File: src/rtl/mavg_pkg.sv
package mavg_pkg;
  // Default geometry of the filter datapath
  localparam int DEF_DATA_W = 16;
  localparam int DEF_TAPS   = 8;
  localparam int DEF_ACC_W  = 20;

  // Sign-extend a sample held in the low data_w bits of a 32-bit word
  function automatic logic [31:0] sext32(input logic [31:0] v, input int data_w);
    logic [31:0] r;
    for (int b = 0; b < 32; b++) r[b] = (b < data_w) ? v[b] : v[data_w-1];
    return r;
  endfunction
endpackage

File: src/rtl/mavg_delay_line.sv
module mavg_delay_line #(
  parameter int DATA_W = 16,
  parameter int DEPTH  = 7,
  localparam int FLAT_W = DATA_W * DEPTH
) (
  input  logic              clk,
  input  logic              rst,
  input  logic              en,
  input  logic [DATA_W-1:0] din,
  output logic [FLAT_W-1:0] taps_flat
);
  logic [DATA_W-1:0] stage [DEPTH];

  generate
    for (genvar s = 0; s < DEPTH; s++) begin : g_stage
      always_ff @(posedge clk) begin
        if (rst)     stage[s] <= '0;
        else if (en) stage[s] <= (s == 0) ? din : stage[(s == 0) ? 0 : s-1];
      end
      assign taps_flat[s*DATA_W +: DATA_W] = stage[s];
    end
  endgenerate
endmodule

File: src/rtl/mavg_sum_tree.sv
module mavg_sum_tree #(
  parameter int DATA_W = 16,
  parameter int N      = 8,
  parameter int ACC_W  = 20
) (
  input  logic [N*DATA_W-1:0] vals,
  output logic [ACC_W-1:0]    sum
);
  logic [ACC_W-1:0] widened [N];

  generate
    for (genvar i = 0; i < N; i++) begin : g_ext
      assign widened[i] = {{(ACC_W-DATA_W){vals[i*DATA_W+DATA_W-1]}},
                           vals[i*DATA_W +: DATA_W]};
    end
  endgenerate

  always_comb begin
    sum = '0;
    for (int i = 0; i < N; i++) sum = sum + widened[i];
  end
endmodule

File: src/rtl/mavg_filter.sv
module mavg_filter
  import mavg_pkg::*;
#(
  parameter int DATA_W = DEF_DATA_W,
  parameter int TAPS   = DEF_TAPS,
  parameter int ACC_W  = DEF_ACC_W
) (
  input  logic                     clk,
  input  logic                     rst,
  input  logic                     cs,
  input  logic signed [DATA_W-1:0] din,
  output logic signed [DATA_W-1:0] dout
);
  localparam int SHIFT = $clog2(TAPS);
  localparam int HIST  = TAPS - 1;

  logic [HIST*DATA_W-1:0] history;
  logic [ACC_W-1:0]       total;

  mavg_delay_line #(.DATA_W(DATA_W), .DEPTH(HIST)) u_hist (
    .clk(clk), .rst(rst), .en(cs), .din(din), .taps_flat(history)
  );

  mavg_sum_tree #(.DATA_W(DATA_W), .N(TAPS), .ACC_W(ACC_W)) u_sum (
    .vals({history, din}), .sum(total)
  );

  // Guard bits above the kept field and the dropped fraction below it
  logic unused_total_bits;
  assign unused_total_bits = ^{total[ACC_W-1:SHIFT+DATA_W], total[SHIFT-1:0]};

  always_ff @(posedge clk) begin
    if (rst)     dout <= '0;
    else if (cs) dout <= total[SHIFT +: DATA_W];
  end
endmodule

File: config.mk
export PLATFORM = sky130hd
export DESIGN_NAME = mavg_filter
export DESIGN_NICKNAME = d
export VERILOG_FILES = /design/src/rtl/mavg_pkg.sv /design/src/rtl/mavg_delay_line.sv /design/src/rtl/mavg_sum_tree.sv /design/src/rtl/mavg_filter.sv
export SDC_FILE = /design/constraint.sdc
export NUM_CORES = 1
export LEC_CHECK = 0
export ABC_AREA = 1
export ABC_CLOCK_PERIOD_IN_PS = 5000
export BUFFER_PORTS_ARGS = -buffer_cell sky130_fd_sc_hd__buf_2
export CORE_MARGIN = 3
export CORE_UTILIZATION = 47
export CTS_CLUSTER_SIZE = 10
export DETAILED_ROUTE_END_ITERATION = 7
export PLACE_DENSITY_LB_ADDON = 0.1
export SETUP_SLACK_MARGIN = 0.05
export SKIP_CTS_REPAIR_TIMING = 1
export SYNTH_ARGS = -nofsm -noshare
export SYNTH_HDL_FRONTEND = slang
export SYNTH_SLANG_ARGS = --single-unit
export TNS_END_PERCENT = 5
File: constraint.sdc
create_clock -name clk -period 5 [get_ports clk]
set_input_delay 1 -clock clk [delete_from_list [all_inputs] [get_ports clk]]
set_output_delay 1 -clock clk [all_outputs]
set_load 0.005 [all_outputs]
==> reports/results.ini <==
[finish]
syn_to_final_growth_pct=25.9
drive_gt1_share_pct=25.5
multiInputGateArea_um2=4520
diodes=0
fillCellCount=1518
regArea_um2=3680
nets=1143
finalNonFillerCells=1245

[critical_path]
crit_buf_inv=8
arrival_ns=5.43
worstPathMaxFanout=4
max_stage_delay_ns=0.52
cp_top_family=adder cells
crit_path_end_kind=register
path_depth=27
required_ns=5.31
criticalPathCategory=primary input to register
reg2reg_depth=24
setup.worst_path.start_class=primary input
critical-path-slowest-cell=fa_1

[run]
drv_cap=0

[sta]
finalMaxSlewViolations=0
fin_crit_sh_pct=102
max_freq_mhz=195
slew-limit-headroom_pct=49.4
hold_violations=0
finalSetupViolCount=9
finalWorstSetupSlack_ns=-0.120
rsz0062_at_grt=yes
finClkSkew_ns=0.00615
period_needed_ns=5.12
tightest_slew_ns=0.759

[synth]
ys.flop_type=edfxtp_1
synth_nets=1027
yosys.area_share.xor_xnor_pct=1.74
yosysSeqAreaShare_pct=43.2
syn_inst=891
async_reset_ff_share_pct=0
ys_seq_elements=128
synth_top_family_by_area=adder cells
ys_warn_count=0
synth_mux_area_share_pct=0
syn_area_per_cell_um2=9.58
synth_compound_area_share_pct=4.69
synthAdderAreaFrac_pct=24.6
syn_area_um2=8540
synth_edf_count=112
yosys.area_share.simple_pct=14.3
synth_cell_types=29

[pwr]
p_leak_nw=4.97
power_w=0.00741
peakVddDrop_mv=0.493
power.density_nw_per_um2=689

[route]
viasPerCell=4.56
drc=0
detail-route-antenna-nets=0
avgRoutedWirePerCell_um=12.8
dr.pass1.iters=4
wl_um=16000
vias=5673
drt_iter0_markers=232

[clock_tree]
htreeDepth=4
cts_sinks=128
worstSkewPairLatency_ns=0.41
cts.clk_slew.worst_paths_ns=0.06
clockBufferDepth=2
numCtsBuffers=17
root_buffer=clkbuf_16
cts_tree=done

[die]
die_y_um=141
fp.dieW_um=141
ioPinCount=35
rows=48
die-area_um2=19800
start_util_pct=48.7
core_um2=17500

[placed_design]
dp_cells=1208
dp_hpwl_um=11700
globalplace.congestion=0.882
place_ws_ns=-0.813
io_buffers=34

[global_route]
grt_overflow=0
grtUsageTotal_pct=17.4
antenna_found_initial=0
grt_max_degree=70
grt_pass1_wl_um=27400
grt_pass1_vias=5842

[status]
violations=negative setup slack
outcome=finished, violations left

[worst_hold_path]
hold_depth=2
hold_class=register to register

-- final cells by class --
cell class / instances / share of cell area, %
clock inverter: 14 / 1.60
clock buffer: 18 / 3.99
tap: 225 / 2.62
timing repair buffer: 111 / 6.96
sequential: 128 / 34.3
inverter: 243 / 8.52
multi-input combinational: 506 / 42.0
-- cells by family (layout without fill, tap and decap cells) --
logic type               Yosys count  in the layout
AND/OR/NAND/NOR                  299            299
buffers and inverters            257            386
flip-flops                       128            128
adder cells (fa/ha/maj)          117            117
AO/OA/AOI/OAI                     73             73
XOR/XNOR                          17             17
-- tightest hold or removal path: stages (launching register included) --
cell and delay [ns]:
dfxtp_1 0.32, nand2_1 0.05, nand2_1 0.05
-- metal layers --
metal | GRT usage, % | part of all wire, %
met5 | 0 | 0
met2 | 26.3 | 45
met4 | 5.66 | 1.4
met3 | 3.60 | 3.1
met1 | 25.3 | 51
-- path summary, 6_finish.rpt --
kind                                     startpoint  endpoint  slack, ns
worst max register to register  u_hist.stage[0][25]  dout[14]       0.14
worst max-delay path                         din[1]  dout[15]      -0.12
worst min-delay path                        dout[7]   dout[7]       0.45
worst min register to register              dout[7]   dout[7]       0.45
-- cell usage after synthesis, types with 4 or more instances --
cell type | instances | area, µm²
inv_1 | 243 | 912
nor2_1 | 136 | 510
nand2_1 | 116 | 435
edfxtp_1 | 112 | 3360
fa_1 | 85 | 1700
a21oi_1 | 36 | 180
ha_1 | 32 | 400
nand3_1 | 24 | 120
o21ai_0 | 22 | 110
dfxtp_1 | 16 | 320
buf_2 | 13 | 65.1
xor2_1 | 12 | 105
nand2_2 | 6 | 37.5
nor4_1 | 5 | 31.3
xnor2_1 | 5 | 43.8
a21o_1 | 4 | 30.0
o21ai_1 | 4 | 20.0
-- per-stage QoR --
step                hold WS, ns  utilization (%)  area (µm²)  setup TNS [ns]
floorplan                 0.447                -        8590           -1.83
global placement          0.432             54.3        9520           -8.53
detailed placement        0.436             54.3        9520           -9.07
CTS                       0.451             57.7       10100           -3.34
global route              0.468             61.3       10700           -3.04
finish                    0.445             61.3       10700          -0.467
-- report_power, final --
part | internal [W] | total [W] | switching [W]
logic | 0.00225 | 0.00480 | 0.00256
clock network | 0.000823 | 0.00127 | 0.000448
registers | 0.00128 | 0.00133 | 0.0000588
total | 0.00434 | 0.00741 | 0.00306
-- registers in the layout (all words and copies together), names as in the netlist --
signal and cells:
u_hist.stage 112, dout 16
-- placed cells by master (no fill, tap or decap), drive strengths merged --
master,Yosys,routed
o21ai,28,28
nand4,2,2
bufinv,0,4
edfxtp,112,112
xor2,12,12
nand3,25,25
clkinv,0,9
inv,243,242
nand2,122,122
ha,32,32
clkbuf,1,18
nor3,2,2
nand3b,3,3
o21a,1,1
buf,13,111
clkinvlp,0,2
a31oi,2,2
o21bai,2,2
nor4,5,5
dfxtp,16,16
xnor2,5,5
nor2,140,140
fa,85,85
a21o,4,4
a21oi,36,36
Note: power is estimated with default switching activity, not from simulation.
